==> config.mk <==
export PLATFORM = sky130hd
export DESIGN_NAME = usb_clkgate_ctrl
export DESIGN_NICKNAME = d
export VERILOG_FILES = /design/src/rtl/usbcg_pkg.sv /design/src/rtl/usbcg_idle_fsm.sv /design/src/rtl/usbcg_hold_fsm.sv /design/src/rtl/usbcg_stat_pipe.sv /design/src/rtl/usb_clkgate_ctrl.sv
export SDC_FILE = /design/constraint.sdc
export NUM_CORES = 1
export LEC_CHECK = 0
export ABC_AREA = 1
export CELL_PAD_IN_SITES_DETAIL_PLACEMENT = 1
export CELL_PAD_IN_SITES_GLOBAL_PLACEMENT = 1
export CORE_AREA = 5 5 42 44
export DETAILED_ROUTE_END_ITERATION = 6
export DIE_AREA = 0 0 47 49
export DONT_BUFFER_PORTS = 1
export PLACE_DENSITY = 0.64
export SETUP_SLACK_MARGIN = 0.5
export SLEW_MARGIN = 20
export SYNTH_ARGS = -nofsm -noshare
export SYNTH_HDL_FRONTEND = slang
export SYNTH_HIERARCHICAL = 1
export SYNTH_SLANG_ARGS = --single-unit
==> constraint.sdc <==
create_clock -name clk -period 2.2 [get_ports clk]
set_input_delay 0.44 -clock clk [delete_from_list [all_inputs] [get_ports clk]]
set_output_delay 0.44 -clock clk [all_outputs]
set_load 0.05 [all_outputs]
==> src/rtl/usbcg_pkg.sv <==
package usbcg_pkg;
    typedef enum logic {
        SS_RUN  = 1'b0,
        SS_SUSP = 1'b1
    } susp_state_t;

    typedef enum logic {
        HS_OFF  = 1'b0,
        HS_HOLD = 1'b1
    } hold_state_t;

    localparam int CTL_DEV_BIT = 0;
    localparam int CTL_MST_BIT = 1;
    localparam int CTL_W       = 2;
    localparam int STAT_W      = 2;
endpackage

==> src/rtl/usbcg_idle_fsm.sv <==
module usbcg_idle_fsm
    import usbcg_pkg::*;
#(
    parameter int IDLE_TICKS = 3
) (
    input  logic clk,
    input  logic rst_n,
    input  logic tick,
    input  logic act,
    output logic susp
);
    localparam int CW = $clog2(IDLE_TICKS + 1);
    localparam logic [CW-1:0] LAST = CW'(IDLE_TICKS - 1);

    susp_state_t state_q, state_d;
    logic [CW-1:0] cnt_q, cnt_d;

    always_ff @(posedge clk or negedge rst_n) begin
        if (!rst_n) begin
            state_q <= SS_RUN;
            cnt_q   <= '0;
        end else begin
            state_q <= state_d;
            cnt_q   <= cnt_d;
        end
    end

    always_comb begin
        state_d = state_q;
        cnt_d   = cnt_q;
        unique case (state_q)
            SS_RUN: begin
                if (act) begin
                    cnt_d = '0;
                end else if (tick) begin
                    if (cnt_q == LAST) begin
                        state_d = SS_SUSP;
                        cnt_d   = '0;
                    end else begin
                        cnt_d = cnt_q + 1'b1;
                    end
                end
            end
            SS_SUSP: begin
                cnt_d = '0;
                if (act) state_d = SS_RUN;
            end
            default: begin
                state_d = SS_RUN;
                cnt_d   = '0;
            end
        endcase
    end

    always_comb begin
        susp = (state_q == SS_SUSP);
    end

    p_enter_on_tick_r1: assert property (@(posedge clk) disable iff (!rst_n)
        $rose(susp) |-> ($past(tick) && !$past(act)));
    p_wake_on_act_r2: assert property (@(posedge clk) disable iff (!rst_n)
        (susp && act) |=> !susp);
endmodule

==> src/rtl/usbcg_hold_fsm.sv <==
module usbcg_hold_fsm
    import usbcg_pkg::*;
#(
    parameter int HOLD_TICKS = 2
) (
    input  logic clk,
    input  logic rst_n,
    input  logic tick,
    input  logic acc,
    output logic hold
);
    localparam int CW = $clog2(HOLD_TICKS + 1);
    localparam logic [CW-1:0] LAST = CW'(HOLD_TICKS - 1);

    hold_state_t state_q, state_d;
    logic [CW-1:0] cnt_q, cnt_d;

    always_ff @(posedge clk or negedge rst_n) begin
        if (!rst_n) begin
            state_q <= HS_OFF;
            cnt_q   <= '0;
        end else begin
            state_q <= state_d;
            cnt_q   <= cnt_d;
        end
    end

    always_comb begin
        state_d = state_q;
        cnt_d   = cnt_q;
        unique case (state_q)
            HS_OFF: begin
                cnt_d = '0;
                if (acc) state_d = HS_HOLD;
            end
            HS_HOLD: begin
                if (acc) begin
                    cnt_d = '0;
                end else if (tick) begin
                    if (cnt_q == LAST) begin
                        state_d = HS_OFF;
                        cnt_d   = '0;
                    end else begin
                        cnt_d = cnt_q + 1'b1;
                    end
                end
            end
            default: begin
                state_d = HS_OFF;
                cnt_d   = '0;
            end
        endcase
    end

    always_comb begin
        hold = (state_q == HS_HOLD);
    end

    p_acc_holds_r5: assert property (@(posedge clk) disable iff (!rst_n)
        acc |=> hold);
    p_drop_on_tick_r5: assert property (@(posedge clk) disable iff (!rst_n)
        $fell(hold) |-> ($past(tick) && !$past(acc)));
endmodule

==> src/rtl/usbcg_stat_pipe.sv <==
module usbcg_stat_pipe #(
    parameter int W     = 2,
    parameter int DEPTH = 2
) (
    input  logic         clk,
    input  logic         rst_n,
    input  logic [W-1:0] d,
    output logic [W-1:0] q
);
    logic [W-1:0] stg [DEPTH];

    genvar i;
    generate
        for (i = 0; i < DEPTH; i++) begin : g_stage
            if (i == 0) begin : g_first
                always_ff @(posedge clk or negedge rst_n) begin
                    if (!rst_n) stg[0] <= '0;
                    else        stg[0] <= d;
                end
            end else begin : g_next
                always_ff @(posedge clk or negedge rst_n) begin
                    if (!rst_n) stg[i] <= '0;
                    else        stg[i] <= stg[i-1];
                end
            end
        end
    endgenerate

    assign q = stg[DEPTH-1];
endmodule

==> src/rtl/usb_clkgate_ctrl.sv <==
module usb_clkgate_ctrl
    import usbcg_pkg::*;
#(
    parameter int IDLE_TICKS = 3,
    parameter int HOLD_TICKS = 2,
    parameter int ON_DELAY   = 2
) (
    input  logic              clk,
    input  logic              rst_n,
    input  logic              pwr_en,
    input  logic              tick_1ms,
    input  logic              bus_act,
    input  logic              dma_acc,
    input  logic              ctl_we,
    input  logic [CTL_W-1:0]  ctl_wdata,
    output logic [STAT_W-1:0] stat_rdata,
    output logic              dev_clk_en,
    output logic              mst_clk_en,
    output logic              slv_clk_en,
    output logic              suspended,
    output logic              need_clk
);
    logic dev_req_q, mst_force_q;
    logic susp_w, hold_w;

    always_ff @(posedge clk or negedge rst_n) begin
        if (!rst_n) begin
            dev_req_q   <= 1'b0;
            mst_force_q <= 1'b0;
        end else if (ctl_we) begin
            dev_req_q   <= ctl_wdata[CTL_DEV_BIT];
            mst_force_q <= ctl_wdata[CTL_MST_BIT];
        end
    end

    usbcg_idle_fsm #(.IDLE_TICKS(IDLE_TICKS)) u_idle (
        .clk  (clk),
        .rst_n(rst_n),
        .tick (tick_1ms),
        .act  (bus_act),
        .susp (susp_w)
    );

    usbcg_hold_fsm #(.HOLD_TICKS(HOLD_TICKS)) u_hold (
        .clk  (clk),
        .rst_n(rst_n),
        .tick (tick_1ms),
        .acc  (dma_acc),
        .hold (hold_w)
    );

    always_comb begin
        dev_clk_en = pwr_en & (~susp_w | dev_req_q);
        mst_clk_en = pwr_en & (hold_w | mst_force_q);
        slv_clk_en = pwr_en;
        suspended  = susp_w;
    end

    usbcg_stat_pipe #(.W(STAT_W), .DEPTH(ON_DELAY)) u_stat (
        .clk  (clk),
        .rst_n(rst_n),
        .d    ({mst_clk_en, dev_clk_en}),
        .q    (stat_rdata)
    );

    assign need_clk = |stat_rdata;

    p_req_in_susp_r3: assert property (@(posedge clk) disable iff (!rst_n)
        (susp_w && dev_req_q && pwr_en) |-> dev_clk_en);
    p_force_keeps_r6: assert property (@(posedge clk) disable iff (!rst_n)
        (mst_force_q && pwr_en) |-> mst_clk_en);
    p_power_off_r7: assert property (@(posedge clk) disable iff (!rst_n)
        !pwr_en |-> (!dev_clk_en && !mst_clk_en && !slv_clk_en));
    p_status_lag_r4: assert property (@(posedge clk) disable iff (!rst_n)
        stat_rdata[0] |-> $past(dev_clk_en, 2));
    p_need_idle_r8: assert property (@(posedge clk) disable iff (!rst_n)
        (!pwr_en && $past(!pwr_en) && $past(!pwr_en, 2)) |-> !need_clk);
endmodule

### Word-level counts from Yosys, hierarchy flattened

Cells that the tools add are included.
Widths: inputs -> output; s select.

* bits in writable memories: 0
* output and inout bits: 7
* memories: 0
* register bits: 12
* bits in read-only memories: 0
* word-level logic and storage cells: 39
* input bits: 9
* latch bits: 0

* bitwise logic cells: 6
* shifts and indexed selects: 0
* div/mod/pow operators: 0
* order comparisons: 0
* multiplexer cells: 18
* reductions and logical operators: 1
* add/subtract/negate cells: 2
* equal/unequal tests: 4
* $mul: 0

Operator list (number)
* $mux 2: 6
* $mux 1: 8
* $pmux 2 s2: 2
* $ne 3x3->1 const B: 2
* $add 2x1->2 const B: 2
* $pmux 1 s2: 2
* $and 1x1->1: 2
* $eq 2x1->1 const B: 1
* $eq 2x2->1 const B: 1
* $not 1->1: 2
* $or 1x1->1: 2
* $reduce_or 2->1: 1

### Logic depth before layout (Yosys ltp)

Gate-level depths: netlist of the first run.

* word-level depth: 5
* depth in mapped cells: 3

### Modules after synthesis

Netlist of the first run, hierarchy kept.

By module, submodules not included
* usbcg_idle_fsm: cells each 17, instances 1, area an instance 137.6 um2, sequential area each 75.1 um2
* usbcg_hold_fsm: cells each 13, instances 1, area an instance 122.6 um2, sequential area each 75.1 um2
* usbcg_stat_pipe: cells each 6, instances 1, area an instance 115.1 um2, sequential area each 100.1 um2
* usb_clkgate_ctrl: cells each 14, instances 1, area an instance 105.1 um2, sequential area each 50.0 um2

### Least setup slack after synthesis of the first run

OpenSTA, ideal clock, no wires.

* path type: flip-flop to output port
* start point: register u_idle.state_q, in the netlist u_idle/susp
* end point: output port dev_clk_en
* arrival: 1.462 ns
* data required time: 1.760 ns
* buffers on the path: 0
* stages on the path, launching flop included: 2
* setup slack: 0.298 ns
* cell sequence: dfrtp_1 -> a21oi_1

* word-level cells in the longest chain between the ends: 3

Ends and longest elaborated chain
* start: declaration: line usbcg_idle_fsm.sv:15 `susp_state_t state_q, state_d;`
* start signal: assignment: line usbcg_idle_fsm.sv:23 `state_q <= state_d;`
* $not 1->1
* $or 1x1->1: line usb_clkgate_ctrl.sv:53 `dev_clk_en = pwr_en & (~susp_w | dev_req_q);`
* $and 1x1->1: line usb_clkgate_ctrl.sv:53
* end: declaration: line usb_clkgate_ctrl.sv:17 `output logic dev_clk_en,`

No other way between the ends.

### Worst setup path after layout of the first run

* start point: register u_stat.stg (netlist bit u_stat/q[0])
* end point: output port need_clk

* word-level cells in the longest chain between the ends: 1

Ends and longest elaborated chain
* start: declaration: line usbcg_stat_pipe.sv:10 `logic [W-1:0] stg [DEPTH];`
* start signal: indexed assignment: line usbcg_stat_pipe.sv:23 `else stg[i] <= stg[i-1];`
* $reduce_or 2->1: line usb_clkgate_ctrl.sv:66 `assign need_clk = |stat_rdata;`
* end: declaration: line usb_clkgate_ctrl.sv:21 `output logic need_clk`

No other way between the ends.

==> results of run 1 <==
kinds of logic after synthesis:
| group | synth area share |
|---|---|
| DFF | 0.625 |
| and+or+nand+nor | 0.174 |
| AOI/OAI and AO/OA | 0.0911 |
| buffers and inverters | 0.109 |
layer usage:
metal | GRT usage | share of wire | up-vias
li1 | - | - | 157
met1 | 0.114 | 0.41 | 156
met2 | 0.136 | 0.47 | 12
met3 | 0.0443 | 0.097 | 2
met4 | 0.0691 | 0.014 | 0
met5 | 0 | 0 | -
power groups by stage:
stage / Clock (mW) / Sequential [mW] / Combinational [mW]
2_1_floorplan: 0 / 0.247 / 0.0522
3_3_place_gp: 0 / 0.256 / 0.0429
3_5_place_dp: 0 / 0.257 / 0.0436
4_1_cts: 0.136 / 0.253 / 0.0506
5_1_grt: 0.147 / 0.255 / 0.0574
6_report: 0.128 / 0.253 / 0.0512
area by class of cell:
class / count / share of cell area
Clock buffer: 3 / 0.0417
Inverter: 8 / 0.0556
Multi-Input combinational cell: 27 / 0.262
Sequential cell: 12 / 0.558
Tap cell: 16 / 0.0370
Timing Repair Buffer: 3 / 0.0463
metrics by stage:
stage | area [um2] | hold slack, ns
after floorplan | 484 | 0.144
after global placement | 497 | 0.145
after detailed placement | 497 | 0.145
after CTS | 532 | 0.211
after global routing | 541 | 0.200
final | 541 | 0.225
cell usage in the layout, fill, tap and decap left out:
cell            n
nand2_2         1
a21oi_2         1
nand3_2         1
buf_4           2
o21ai_0         3
nor2_1         10
clkbuf_4        3
a21oi_1         1
o21ai_1         2
dfrtp_2         1
dfrtp_1        11
nand2_1         5
nand3_1         1
or2_4           1
dlygate4sd3_1   1
a21oi_4         1
inv_1           8
registers in the layout (all words and copies together) (netlist names):
register	cells
u_hold/hold	1
u_hold/cnt_q	2
mst_force_q	1
u_idle/cnt_q	2
u_stat/q	2
dev_req_q	1
u_idle/susp	1
u_stat/stg	2
final timing paths:
check,startpoint,to,slack (ns),depth (start not counted)
max,u_stat/q[0],need_clk,0.55,1
min,bus_act,u_idle/susp,0.23,1
max reg2reg,u_idle/susp,u_idle/cnt_q[1],1.17,4
min reg2reg,u_stat/stg[2],u_stat/q[0],0.35,0
min in group asynchronous,rst_n,u_hold/hold,0.60,1
max in group asynchronous,rst_n,u_stat/q[1],1.21,1
timing repair:
item	CTS	global route
hold endpoints to repair	12	0
endpoints found under the setup margin	1	2
cloned	0	0
resized for setup	1	2
hold buffers	1	0
==> results.py, run 1 <==
metrics = {
    "route": {
        "wl_per_cell_um": 12.6,
        "ant_nets": 0,
        "drc": 0,
        "dr.first_iter.drc_count": 8,
        "via_per_inst": 4.74,
        "wl_um": 868,
        "vias": 327,
        "drt_pass1_iterations": 2,
    },
    "clock_network": {
        "cts_htree_levels": 1,
        "cts_root_buffer": "clkbuf_4",
        "clk_pin_slew_worst_paths_ns": 0.06,
        "numCtsBuffers": 3,
        "clk_latency_ns": 0.26,
        "cts_setup_buffers": 0,
        "tritoncts": "yes",
        "clock_sinks": 12,
        "cts_buffer_depth": 2,
    },
    "global_routing": {
        "antenna_found_initial": 0,
        "grt_pass1_vias": 379,
        "grt_max_degree": 13,
        "grt_pass1_wl_um": 1560,
        "gr-usage-all-layers": 0.0976,
        "grt-ovfl-total": 0,
    },
    "sta": {
        "setup_ws_ns": 0.551,
        "slew_headroom": 0.634,
        "drv_slew": 0,
        "setup_viol": 0,
        "timing.setup.tns_ns": 0,
        "skew_ns": 0.00599,
        "rsz0062_at_grt": "false",
        "final_hold_viol_count": 0,
        "finalCritPeriodShare": 0.749,
        "fin_crit_ns": 1.65,
        "tightestPinTransition_ns": 0.547,
        "fmax_mhz": 606,
    },
    "logic_synthesis": {
        "syn-num-nets": 59,
        "synth_top_area_frac": 0.625,
        "async_flop_share": 1.00,
        "netlist_top_cells_count": "dfrtp_1, nor2_1, inv_1, nand2_1",
        "syn_area_per_cell_um2": 9.61,
        "ys_ff_latch": 12,
        "yosysMostFrequentCell": "dfrtp_1",
        "yosysSeqAreaShare": 0.625,
        "synth_top_area_cell": "dfrtp_1",
        "netlist_area_um2": 480,
        "yosysWarnings": 6,
        "synth_cell_type_count": 13,
        "ys_top_cells_by_area": "dfrtp_1, nor2_1, inv_1",
        "synth-edff-count": 0,
        "ys.flop_type": "dfrtp_1",
        "synth_cells": 50,
    },
    "critical_path": {
        "critical_path.slowest_cell": "dfrtp_1",
        "crit_required_ns": 1.76,
        "path_class": "reg -> out",
        "cp.arrival_ns": 1.21,
        "start_kind": "flip-flop",
        "crit_path_max_incr_delay_ns": 0.56,
        "cp_cell_sequence": "or2_4",
        "path_delay_family": "flip-flops",
        "critPathBufInv": 0,
        "worstSetupEndpointType": "output port",
        "path_max_fanout": 2,
    },
    "floorplan": {
        "fp-row-count": 14,
        "io_pins": 16,
        "die_h_um": 49,
        "die_width_um": 47,
        "core-area_um2": 1400,
        "start_util": 0.343,
        "die_area_um2": 2300,
    },
    "cells_and_area": {
        "nNetsFinal": 64,
        "seq_area_um2": 302,
        "syn_to_final_growth_pct": 12.5,
        "diodes": 0,
        "fill_cells": 175,
        "finalNonFillerCells": 69,
        "drive_gt1_frac": 0.208,
        "multi_input_area_um2": 141,
        "fin_util": 0.386,
    },
    "power_and_ir_drop": {
        "internal_power_uw": 314,
        "p_leak_nw": 0.260,
        "totalPowerFinal_uw": 432,
        "power_frac_seq": 0.586,
        "p_sw_frac": 0.275,
        "clkPwrFrac": 0.296,
        "vdd_drop_max_mv": 0.410,
        "netSwitchingPower_uw": 119,
        "comb_power_share": 0.118,
        "p_per_area_nw_per_um2": 800,
    },
    "place": {
        "pre_cts_slack_ns": 0.665,
        "gp_congestion": 0.675,
        "place_inst": 65,
        "io_buffers": 0,
        "hpwl_um": 673,
    },
    "job": {
        "cap_violations": 0,
    },
    "min_path": {
        "hp-class": "in -> reg",
    },
    "run_status": {
        "status": "completed",
    },
}
(Power assumes the default switching activity.)
==> run 2, diff against run 1 <==
--- a/config.mk
+++ b/config.mk
@@ -8,9 +8,9 @@
 export ABC_AREA = 1
 export CELL_PAD_IN_SITES_DETAIL_PLACEMENT = 1
 export CELL_PAD_IN_SITES_GLOBAL_PLACEMENT = 1
-export CORE_AREA = 5 5 42 44
+export CORE_AREA = 5 5 43 45
 export DETAILED_ROUTE_END_ITERATION = 6
-export DIE_AREA = 0 0 47 49
+export DIE_AREA = 0 0 48 50
 export DONT_BUFFER_PORTS = 1
 export PLACE_DENSITY = 0.64
 export SETUP_SLACK_MARGIN = 0.5
==> constraint.sdc (replaced) <==
create_clock -name clk -period 1.4 [get_ports clk]
set_input_delay 0.28 -clock clk [delete_from_list [all_inputs] [get_ports clk]]
set_output_delay 0.28 -clock clk [all_outputs]
set_load 0.05 [all_outputs]
==> run 2 against run 1 <==
Final cell count rose by 5.8%. Count of clock-buffer cells in the layout rose by 1. Die area increased by 4.2%. Critical endpoint is now dev_clk_en. Largest cell class unchanged. Largest power group unchanged. Highest routed layer unchanged.
==> results.py, run 2 (synthesized netlist as in run 1, its figures left out) <==
metrics = {
    "clock_network": {
        "clk_pin_slew_worst_paths_ns": 0.07,
        "tritoncts": "yes",
        "cts_buffer_depth": 2,
        "cts_root_buffer": "clkbuf_4",
        "clk_latency_ns": 0.26,
        "clock_sinks": 12,
        "numCtsBuffers": 3,
        "cts_htree_levels": 1,
    },
    "sta": {
        "timing.setup.tns_ns": 0,
        "rsz0062_at_grt": "true",
        "fmax_mhz": 760,
        "setup_ws_ns": 0.0834,
        "tightestPinTransition_ns": 0.510,
        "skew_ns": 0.00133,
        "slew_headroom": 0.660,
        "finalCritPeriodShare": 0.940,
        "setup_viol": 0,
        "drv_slew": 0,
        "fin_crit_ns": 1.32,
        "final_hold_viol_count": 0,
    },
    "critical_path": {
        "path_class": "reg -> out",
        "start_kind": "flip-flop",
        "cp_cell_sequence": "a21oi_4",
        "cp.depth": 1,
        "critical_path.slowest_cell": "dfrtp_2",
        "crit_required_ns": 1.12,
        "worstSetupEndpointType": "output port",
        "path_delay_family": "flip-flops",
        "critPathBufInv": 0,
        "path_max_fanout": 2,
        "cp.arrival_ns": 1.04,
        "reg2reg_depth": 5,
        "crit_path_max_incr_delay_ns": 0.42,
    },
    "route": {
        "vias": 326,
        "drt_pass1_iterations": 4,
        "wl_um": 810,
        "dr.first_iter.drc_count": 3,
        "drc": 0,
        "ant_nets": 0,
        "via_per_inst": 4.47,
        "wl_per_cell_um": 11.1,
    },
    "place": {
        "io_buffers": 0,
        "pre_cts_slack_ns": 0.353,
        "gp_congestion": 0.625,
        "hpwl_um": 628,
        "place_inst": 66,
        "postPlaceCellArea_um2": 523,
    },
    "global_routing": {
        "grt_pass1_vias": 335,
        "antenna_found_initial": 0,
        "gr-usage-all-layers": 0.0854,
        "grt-ovfl-total": 0,
        "grt_max_degree": 13,
        "grt_pass1_wl_um": 1420,
    },
    "power_and_ir_drop": {
        "p_per_area_nw_per_um2": 1230,
        "clkPwrFrac": 0.345,
        "power_frac_seq": 0.506,
        "comb_power_share": 0.149,
        "netSwitchingPower_uw": 192,
        "p_leak_nw": 0.297,
        "vdd_drop_max_mv": 0.710,
        "internal_power_uw": 565,
        "p_sw_frac": 0.254,
    },
    "run_status": {
        "status": "completed",
    },
    "cells_and_area": {
        "stdcell_area_um2": 617,
        "syn_to_final_growth_pct": 28.4,
        "fin_util": 0.429,
        "finalNonFillerCells": 73,
        "layout_common_cells": "dfrtp_1, inv_1, nor2_1",
        "fill_cells": 171,
        "drive_gt1_frac": 0.333,
        "nNetsFinal": 67,
        "final_common_cell": "dfrtp_1",
        "diodes": 0,
    },
    "floorplan": {
        "io_pins": 16,
        "fp-row-count": 14,
        "die_width_um": 48,
        "core-area_um2": 1440,
        "die_h_um": 50,
        "start_util": 0.334,
        "die_area_um2": 2400,
    },
    "min_path": {
        "hp-class": "in -> async",
    },
    "job": {
        "cap_violations": 0,
    },
}
[run 2: cell types whose count changed in the layout (fill, tap and decap cells not counted), sizes merged]
cell          delta
buf              +3
dlygate4sd3      -1
clkbuf           +1
dlymetal6s4s     +1
[run 2: final cells by class]
| type | instances | area [um2] | share of cell area |
|---|---|---|---|
| clock buffers | 4 | 36.3 | 0.0588 |
| inverters | 8 | 30.0 | 0.0487 |
| multi-input cells | 27 | 159 | 0.258 |
| flip-flops and latches | 12 | 302 | 0.489 |
| well taps | 16 | 20.0 | 0.0325 |
| repair buffers | 6 | 70.1 | 0.114 |
[run 2: final timing paths]
path / from / end / slack, ns
setup / recovery: u_idle/susp / dev_clk_en / 0.08
hold reg to reg: u_stat/stg[2] / u_stat/q[0] / 0.36
setup reg to reg: u_idle/susp / u_idle/cnt_q[1] / 0.39
max in group asynchronous: rst_n / u_idle/susp / 0.99
hold / removal: rst_n / dev_req_q / 0.05
min in group clk: bus_act / u_idle/susp / 0.06
[run 2: worst register-to-register path, cell delays in order, from the launching register on]
cell	delay [ns]
dfrtp_2	0.42
buf_4	0.15
buf_12	0.14
nor2_4	0.08
o21ai_1	0.06
nor2_1	0.08
[run 2: power groups by stage]
stage | logic, mW | registers [mW] | clock network, mW
after CTS | 0.113 | 0.383 | 0.272
after floorplan | 0.0917 | 0.390 | 0
after detailed placement | 0.0915 | 0.391 | 0
after global placement | 0.0913 | 0.390 | 0
final | 0.113 | 0.383 | 0.261
after global routing | 0.122 | 0.386 | 0.286
[run 2: repair_timing]
item	4_1_cts	5_1_grt
setup endpoints to repair	10	11
pin swaps	3	5
hold endpoints to repair	12	0
hold buffers	1	0
buffers inserted	2	0
resized for setup	9	3
[run 2: metrics by stage]
stage | hold slack (ns) | power (mW)
after global placement | -0.0152 | 0.481
after detailed placement | -0.0152 | 0.482
after floorplan | -0.0156 | 0.482
after global routing | 0.0465 | 0.795
final | 0.0460 | 0.758
after CTS | 0.0534 | 0.768
[run 2: metal layers]
| layer | global-route usage | routed length, um | vias to the layer above |
|---|---|---|---|
| met1 | 0.107 | 366 | 150 |
| li1 | - | - | 163 |
| met4 | 0.0673 | 18 | 0 |
| met5 | 0 | 0 | - |
| met2 | 0.110 | 348 | 11 |
| met3 | 0.0364 | 77 | 2 |
